$ cat config.mk
export PLATFORM = sky130hd
export DESIGN_NAME = opnd_shifter
export DESIGN_NICKNAME = d
export VERILOG_FILES = /design/src/rtl/opnd_shift_pkg.sv /design/src/rtl/opnd_amt_decode.sv /design/src/rtl/opnd_reg_shift.sv /design/src/rtl/opnd_const_rot.sv /design/src/rtl/opnd_shifter.sv
export SDC_FILE = /design/constraint.sdc
export NUM_CORES = 1
export LEC_CHECK = 0
export ABC_AREA = 1
export BUFFER_PORTS_ARGS = -buffer_cell sky130_fd_sc_hd__buf_2
export CORE_MARGIN = 5
export CORE_UTILIZATION = 47
export DETAILED_ROUTE_END_ITERATION = 10
export MAX_ROUTING_LAYER = met4
export PLACE_DENSITY = 0.68
export SYNTH_ARGS = -nofsm -noshare
export SYNTH_HDL_FRONTEND = slang
export SYNTH_HIERARCHICAL = 1
export SYNTH_SLANG_ARGS = --single-unit
$ cat constraint.sdc
create_clock -name vclk -period 10.3
set_input_delay 2.06 -clock vclk [all_inputs]
set_output_delay 2.06 -clock vclk [all_outputs]
set_load 0.05 [all_outputs]
$ cat src/rtl/opnd_shift_pkg.sv
package opnd_shift_pkg;
  typedef enum logic [1:0] {
    SK_LSL = 2'd0,
    SK_LSR = 2'd1,
    SK_ASR = 2'd2,
    SK_ROR = 2'd3
  } shift_kind_e;
endpackage

$ cat src/rtl/opnd_amt_decode.sv
module opnd_amt_decode
  import opnd_shift_pkg::*;
#(
  parameter int DATA_W  = 32,
  parameter int FIELD_W = 5,
  parameter int AMT_W   = 8
) (
  input  shift_kind_e        kind,
  input  logic               from_reg,
  input  logic [FIELD_W-1:0] field_amt,
  input  logic [DATA_W-1:0]  reg_amt,
  output logic [AMT_W-1:0]   amt,
  output logic               pass_thru,
  output logic               rrx
);
  localparam logic [AMT_W-1:0] FULL_AMT = AMT_W'(DATA_W);

  logic [AMT_W-1:0] reg_low;
  logic             field_zero;

  assign reg_low    = reg_amt[AMT_W-1:0];
  assign field_zero = (field_amt == '0);

  always_comb begin
    pass_thru = 1'b0;
    rrx       = 1'b0;
    if (from_reg) begin
      amt       = reg_low;
      pass_thru = (reg_low == '0);
    end else if (field_zero) begin
      amt       = FULL_AMT;
      pass_thru = (kind == SK_LSL);
      rrx       = (kind == SK_ROR);
    end else begin
      amt = AMT_W'(field_amt);
    end
  end
endmodule

$ cat src/rtl/opnd_reg_shift.sv
module opnd_reg_shift
  import opnd_shift_pkg::*;
#(
  parameter int DATA_W = 32,
  parameter int AMT_W  = 8
) (
  input  shift_kind_e       kind,
  input  logic [DATA_W-1:0] src,
  input  logic [AMT_W-1:0]  amt,
  input  logic              pass_thru,
  input  logic              rrx,
  input  logic              cin,
  output logic [DATA_W-1:0] val,
  output logic              cout
);
  localparam int LOG_W = $clog2(DATA_W);
  localparam logic [AMT_W-1:0] FULL_AMT = AMT_W'(DATA_W);

  // each function returns {carry, value}
  function automatic logic [DATA_W:0] lsl_f(input logic [DATA_W-1:0] v,
                                            input logic [AMT_W-1:0] n);
    logic [DATA_W:0] t;
    t = {1'b0, v} << n;
    return t;
  endfunction

  function automatic logic [DATA_W:0] lsr_f(input logic [DATA_W-1:0] v,
                                            input logic [AMT_W-1:0] n);
    logic [DATA_W:0] t;
    t = {v, 1'b0} >> n;
    return {t[0], t[DATA_W:1]};
  endfunction

  function automatic logic [DATA_W:0] asr_f(input logic [DATA_W-1:0] v,
                                            input logic [AMT_W-1:0] n);
    logic signed [DATA_W:0] t;
    logic [AMT_W-1:0]       ns;
    ns = (n > FULL_AMT) ? FULL_AMT : n;
    t  = $signed({v, 1'b0});
    t  = t >>> ns;
    return {t[0], t[DATA_W:1]};
  endfunction

  function automatic logic [DATA_W:0] ror_f(input logic [DATA_W-1:0] v,
                                            input logic [LOG_W-1:0] r);
    logic [2*DATA_W-1:0] d;
    d = {v, v} >> r;
    return {d[DATA_W-1], d[DATA_W-1:0]};
  endfunction

  logic [DATA_W:0] res;

  always_comb begin
    if (pass_thru) begin
      res = {cin, src};
    end else if (rrx) begin
      res = {src[0], cin, src[DATA_W-1:1]};
    end else begin
      unique case (kind)
        SK_LSL:  res = lsl_f(src, amt);
        SK_LSR:  res = lsr_f(src, amt);
        SK_ASR:  res = asr_f(src, amt);
        default: res = ror_f(src, amt[LOG_W-1:0]);
      endcase
    end
  end

  assign cout = res[DATA_W];
  assign val  = res[DATA_W-1:0];
endmodule

$ cat src/rtl/opnd_const_rot.sv
module opnd_const_rot #(
  parameter int DATA_W  = 32,
  parameter int CONST_W = 8,
  parameter int ROT_W   = 4
) (
  input  logic [CONST_W-1:0] cval,
  input  logic [ROT_W-1:0]   rot,
  input  logic               cin,
  output logic [DATA_W-1:0]  val,
  output logic               cout
);
  localparam int LOG_W = $clog2(DATA_W);

  function automatic logic [DATA_W-1:0] rotr_f(input logic [DATA_W-1:0] v,
                                               input logic [LOG_W-1:0] r);
    logic [2*DATA_W-1:0] d;
    d = {v, v} >> r;
    return d[DATA_W-1:0];
  endfunction

  logic [LOG_W-1:0] rot_amt;

  assign rot_amt = LOG_W'({rot, 1'b0});
  assign val     = rotr_f(DATA_W'(cval), rot_amt);
  assign cout    = (rot == '0) ? cin : val[DATA_W-1];
endmodule

$ cat src/rtl/opnd_shifter.sv
module opnd_shifter
  import opnd_shift_pkg::*;
#(
  parameter int DATA_W  = 32,
  parameter int FIELD_W = 5,
  parameter int AMT_W   = 8,
  parameter int CONST_W = 8,
  parameter int ROT_W   = 4
) (
  input  logic               form_imm,
  input  logic [1:0]         shift_kind,
  input  logic               amt_from_reg,
  input  logic [FIELD_W-1:0] amt_imm,
  input  logic [DATA_W-1:0]  amt_reg,
  input  logic [DATA_W-1:0]  src_val,
  input  logic [CONST_W-1:0] const_val,
  input  logic [ROT_W-1:0]   rot_field,
  input  logic               carry_in,
  output logic [DATA_W-1:0]  opnd_out,
  output logic               carry_out
);
  shift_kind_e       kind;
  logic [AMT_W-1:0]  amt_eff;
  logic              zero_pass;
  logic              rrx_sel;
  logic [DATA_W-1:0] reg_val;
  logic              reg_c;
  logic [DATA_W-1:0] rot_val;
  logic              rot_c;

  assign kind = shift_kind_e'(shift_kind);

  opnd_amt_decode #(.DATA_W(DATA_W), .FIELD_W(FIELD_W), .AMT_W(AMT_W)) u_dec (
    .kind      (kind),
    .from_reg  (amt_from_reg),
    .field_amt (amt_imm),
    .reg_amt   (amt_reg),
    .amt       (amt_eff),
    .pass_thru (zero_pass),
    .rrx       (rrx_sel)
  );

  opnd_reg_shift #(.DATA_W(DATA_W), .AMT_W(AMT_W)) u_sh (
    .kind      (kind),
    .src       (src_val),
    .amt       (amt_eff),
    .pass_thru (zero_pass),
    .rrx       (rrx_sel),
    .cin       (carry_in),
    .val       (reg_val),
    .cout      (reg_c)
  );

  opnd_const_rot #(.DATA_W(DATA_W), .CONST_W(CONST_W), .ROT_W(ROT_W)) u_rot (
    .cval (const_val),
    .rot  (rot_field),
    .cin  (carry_in),
    .val  (rot_val),
    .cout (rot_c)
  );

  assign opnd_out  = form_imm ? rot_val : reg_val;
  assign carry_out = form_imm ? rot_c   : reg_c;
endmodule

After elaboration in Yosys (flattened, before gate mapping)
Index checks and enable logic that the tools add are counted.
{"block": "op_classes", "n_lt_le_gt_ge": 1, "n_eq_ne": 3, "shifts": 5, "mux": 13, "n_reduce_logical": 4}
{"cell": "case mux 33 bit (3 select lines)", "count": 1}
{"cell": "two-way mux 33 bit", "count": 2}
{"cell": ">> shifter 64 x 5 -> 32 bit", "count": 1}
{"cell": ">> shifter 40 x 5 -> 32 bit", "count": 1}
{"cell": "<< shifter 32 x 8 -> 33 bit", "count": 1}
{"cell": ">> shifter 33 x 8 -> 33 bit", "count": 1}
{"cell": ">>> shifter 33 x 8 -> 33 bit", "count": 1}
{"cell": "two-way mux 32 bit", "count": 1}
{"cell": "two-way mux 8 bit", "count": 2}
{"cell": "> comparator 8 x 6 -> 1 bit, second input constant", "count": 1}
{"cell": "zero test 8 bit", "count": 1}
{"cell": "two-way mux 1 bit", "count": 6}
{"cell": "two-way mux 6 bit", "count": 1}
{"cell": "zero test 5 bit", "count": 1}
{"cell": "== test 2 bit, second input constant", "count": 2}
{"cell": "zero test 4 bit", "count": 1}
{"cell": "== test 2 x 1 -> 1 bit, second input constant", "count": 1}
{"cell": "zero test 2 bit", "count": 1}
{"block": "totals", "regBits": 0, "out_inout_bits": 33, "wordCells": 26}

Depth between registers and ports, before layout
{"block": "logic_depth", "ltp_word": 10, "depth_mapped": 26}

Modules after synthesis
The synthesis kept the hierarchy.
{"module": "opnd_reg_shift", "instances": 1, "cells_each": 1530, "area_each_um2": 6989.2}
{"module": "opnd_const_rot", "instances": 1, "cells_each": 139, "area_each_um2": 618.1}
{"module": "opnd_shifter", "instances": 1, "cells_each": 107, "area_each_um2": 479.2}
{"module": "opnd_amt_decode", "instances": 1, "cells_each": 37, "area_each_um2": 172.7}

Worst setup path after synthesis
OpenSTA, ideal clock, no wires.
{"block": "synth_timing", "kind": "input to output", "from": "input port amt_from_reg", "to": "output port opnd_out[8]", "arrival_ns": 4.400, "path_slack_ns": 3.840, "cell_stages": 24, "n_path_buf": 4, "path_cell_list": "buf_6 -> inv_1 -> nor2_1 -> nor2_1 -> buf_4 -> nor2_8 -> nand2_2 -> o21ai_2 -> buf_6 -> nand2_4 -> buf_2 -> nand2_1 -> nand3_1 -> nand2_1 -> nand2_1 -> nand2_1 -> nand2_1 -> nand3_1 -> nand4_1 -> nand3_1 -> nand2_1 -> o21ai_0 -> nand2_2 -> nand2_1"}
{"block": "synth_via", "elab_chain_len": 8, "elab_cells_between_ends": 13, "cone_classes": "order compare: 1; shift: 4; mux: 8"}
{"element": "from (decl)", "line_no": "opnd_shifter.sv:12", "source": "input logic amt_from_reg,"}
{"element": "two-way mux 8 bit *", "line_no": "opnd_amt_decode.sv:27", "source": "if (from_reg) begin"}
{"element": "net amt_eff[3]", "line_no": "opnd_shifter.sv:23", "source": "logic [AMT_W-1:0] amt_eff;"}
{"element": "> comparator 8 x 6 -> 1 bit", "line_no": "opnd_reg_shift.sv:38", "source": "ns = (n > FULL_AMT) ? FULL_AMT : n;"}
{"element": "two-way mux 8 bit", "line_no": "opnd_reg_shift.sv:38"}
{"element": ">>> shifter 33 x 8 -> 33 bit", "line_no": "opnd_reg_shift.sv:40", "source": "t = t >>> ns;"}
{"element": "case mux 33 bit (3 select lines) *", "line_no": "opnd_reg_shift.sv:59", "source": "unique case (kind)"}
{"element": "two-way mux 33 bit *", "line_no": "opnd_reg_shift.sv:56", "source": "end else if (rrx) begin"}
{"element": "two-way mux 33 bit *", "line_no": "opnd_reg_shift.sv:54", "source": "if (pass_thru) begin"}
{"element": "net reg_val[8]", "line_no": "opnd_shifter.sv:26", "source": "logic [DATA_W-1:0] reg_val;"}
{"element": "two-way mux 32 bit *", "line_no": "opnd_shifter.sv:62", "source": "assign opnd_out = form_imm ? rot_val : reg_val;"}
{"element": "to (decl)", "line_no": "opnd_shifter.sv:19", "source": "output logic [DATA_W-1:0] opnd_out,"}
The timed path passes the listed nets; every way through them passes the cells marked *.

Worst setup path after layout
{"block": "layout_timing", "from": "input port amt_from_reg", "to": "output port opnd_out[3]"}
The elaborated chain is that of the path after synthesis.

==> impl_results.md <==
* CTS resizes at 0
* Via count of the first global-routing pass at approximately 11000
* Post-Route WL at 42080 um
* YS warnings at 6
* # rows at 48
* Final period utilization at 84.17%
* Final GP Congestion at 1.152
* Port-buffer cells at 95
* GR Overflow Total at 0
* CP required at 8.24 ns
* Routed len/inst at between 20 and 25 um
* Final Slew Violations at 0
* Worst setup EP type: primary output
* Starting Density at 47.75%
* Iter 0 DRT Violations at 2717
* Post-route cell area at around 0.0085 sq mm
* Post-synthesis cell type count at 39
* Final ANT Viol Nets at 0
* # IOs at 119
* Worst Path Max Fanout at 34
* DIE AREA at 0.02032 sq mm
* Initial antenna violation count at 1
* Slew margin rel. at between 20% and 30%
* Status: complete, no violations
* Avg Cell Area, Syn at 4.556 sq um
* Vias per cell at 6.576
* Clock Buffer Count at 0
* Syn Nets at ~1900
* Final #Nets at ~1900
* Num sequential at 0
* DRC viols at 0
* Postcts setup bufs at 0
* Total GRT Usage at 40.05%
* Share of cells above drive strength 1 at between 8 and 9%
* Placed wire-length estimate at 31630 um
* RSZ-0062 raised after global routing: no
* Area leader, netlist: nand2_1
* Arrival time worst endpoint at 6.61 ns
* Fin. Hold Viols at 0
* Worst-Margin Slew at approximately 1.1 ns
* Sequential-to-total area share from yosys stat at 0%
* Crit path launch type: input pin
* Share of the synthesized area in the top cell type at 31.86%
* WS Path Type: in -> out
* Fillers at 2044
* Hold slack at 4.661 ns
* Finish-stage setup viols at 0
* Area contributors post-synth: nand2_1, nand3_1, o21ai_0, a21oi_1, nor2_1
* Hold Path Stages at 6
* Initial DRT Pass Iterations at 9
* Min-delay worst type: in -> out
* Die Span Y at 142.6 um
* Max Cap Viol at 0
* # hold bufs at CTS at 0
* Via count at 13270
* Register area at 0 sq um
* First-pass GRT wire length at 62950 um
* TNS Setup at 0 ns
* Core box area at 0.01730 sq mm
* Largest net degree at the start of global routing at 63
* P&R area growth vs syn at 3.181%
* Highest clock rate at 115.4 MHz
* Cell count after synthesis at 1813
* Placed Area at approximately 0.0085 sq mm
* Post-Syn Area at just over 0.008 sq mm
* Min Tclk post-route at 8.669 ns
* Die W at approximately 140 um
final timing paths:
kind                     start      endpoint
hold / removal     src_val[13]  opnd_out[13]
setup / recovery  amt_from_reg   opnd_out[3]
metrics by stage:
step | std cells | worst slack (ns) | util [%]
after global routing | 2017 | 1.552 | 49.25
final | 2018 | 1.631 | 49.27
after global placement | 2016 | 2.091 | 49.24
after floorplan | 1813 | 3.840 | -
after detailed placement | 2016 | 2.033 | 49.24
after CTS | 2016 | 2.018 | 49.24
synthesized netlist by cell type:
cell	n
nand2_1	701
nand3_1	307
o21ai_0	192
a21oi_1	138
nor2_1	110
inv_1	76
clkbuf_1	59
buf_2	32
buf_1	24
nand4_1	23
o211ai_1	21
mux2i_1	17
nand2_2	14
buf_4	11
o21ai_1	11
buf_6	9
o22ai_1	9
a22oi_1	7
a31oi_1	6
inv_2	6
or2_2	6
nor3_1	5
o21a_1	5
clkinv_1	4
nor2_2	3
nand3_2	2
nand3b_1	2
nor3b_1	2
a211oi_1	1
a22o_1	1
buf_8	1
inv_8	1
nand2_4	1
nor2_4	1
nor2_8	1
o211a_1	1
o21ai_2	1
o21bai_1	1
o31ai_1	1
kinds of logic (layout without fill, tap and decap cells):
family                 Yosys count  in the layout  synth area share, %
multiplexers                    17             17                2.060
other                            0              2                    0
AND/OR/NAND/NOR               1178           1178                60.37
buffers and inverters          223            201                12.16
AO/OA/AOI/OAI                  395            395                25.41
critical path, stage by stage:
cell and delay, ns:
buf_2 0.17, nand2_1 0.08, inv_1 0.38, buf_4 0.36, nor2_2 0.29, nand2_1 0.11, o21ai_2 0.57, nand2_2 0.13
inv_2 0.49, nand3_1 0.19, nand2_1 0.13, nand2_1 0.07, nand2_1 0.08, nand2_1 0.05, nand3_1 0.20, nand4_1 0.23
nand3_1 0.38, nand2_1 0.13, nand2_1 0.10, nand2_2 0.05, nand2_1 0.07, buf_2 0.26
layout make-up:
type	count	area, sq um	share of cell area (%)
diodes	2	5.005	0.05873
inverters	87	334.1	3.920
multi-input cells	1590	7283	85.46
well taps	225	281.5	3.303
repair buffers	114	618.1	7.253
per-layer routing:
metal	vias to the layer above	wire length (um)	track usage [%]
li1	6030	-	-
met1	5793	15470	52.99
met2	1208	16710	55.29
met3	239	6909	10.99
met4	0	2992	20.26
met5	-	0	-
layout by cell type (no fill, tap or decap), types with 7 or more instances in the layout:
cell        n
nand2_1   697
nand3_1   307
o21ai_0   192
a21oi_1   138
nor2_1    109
buf_2      95
inv_1      76
nand4_1    23
o211ai_1   21
buf_4      19
nand2_2    17
mux2i_1    17
o21ai_1    11
o22ai_1     9
a22oi_1     7
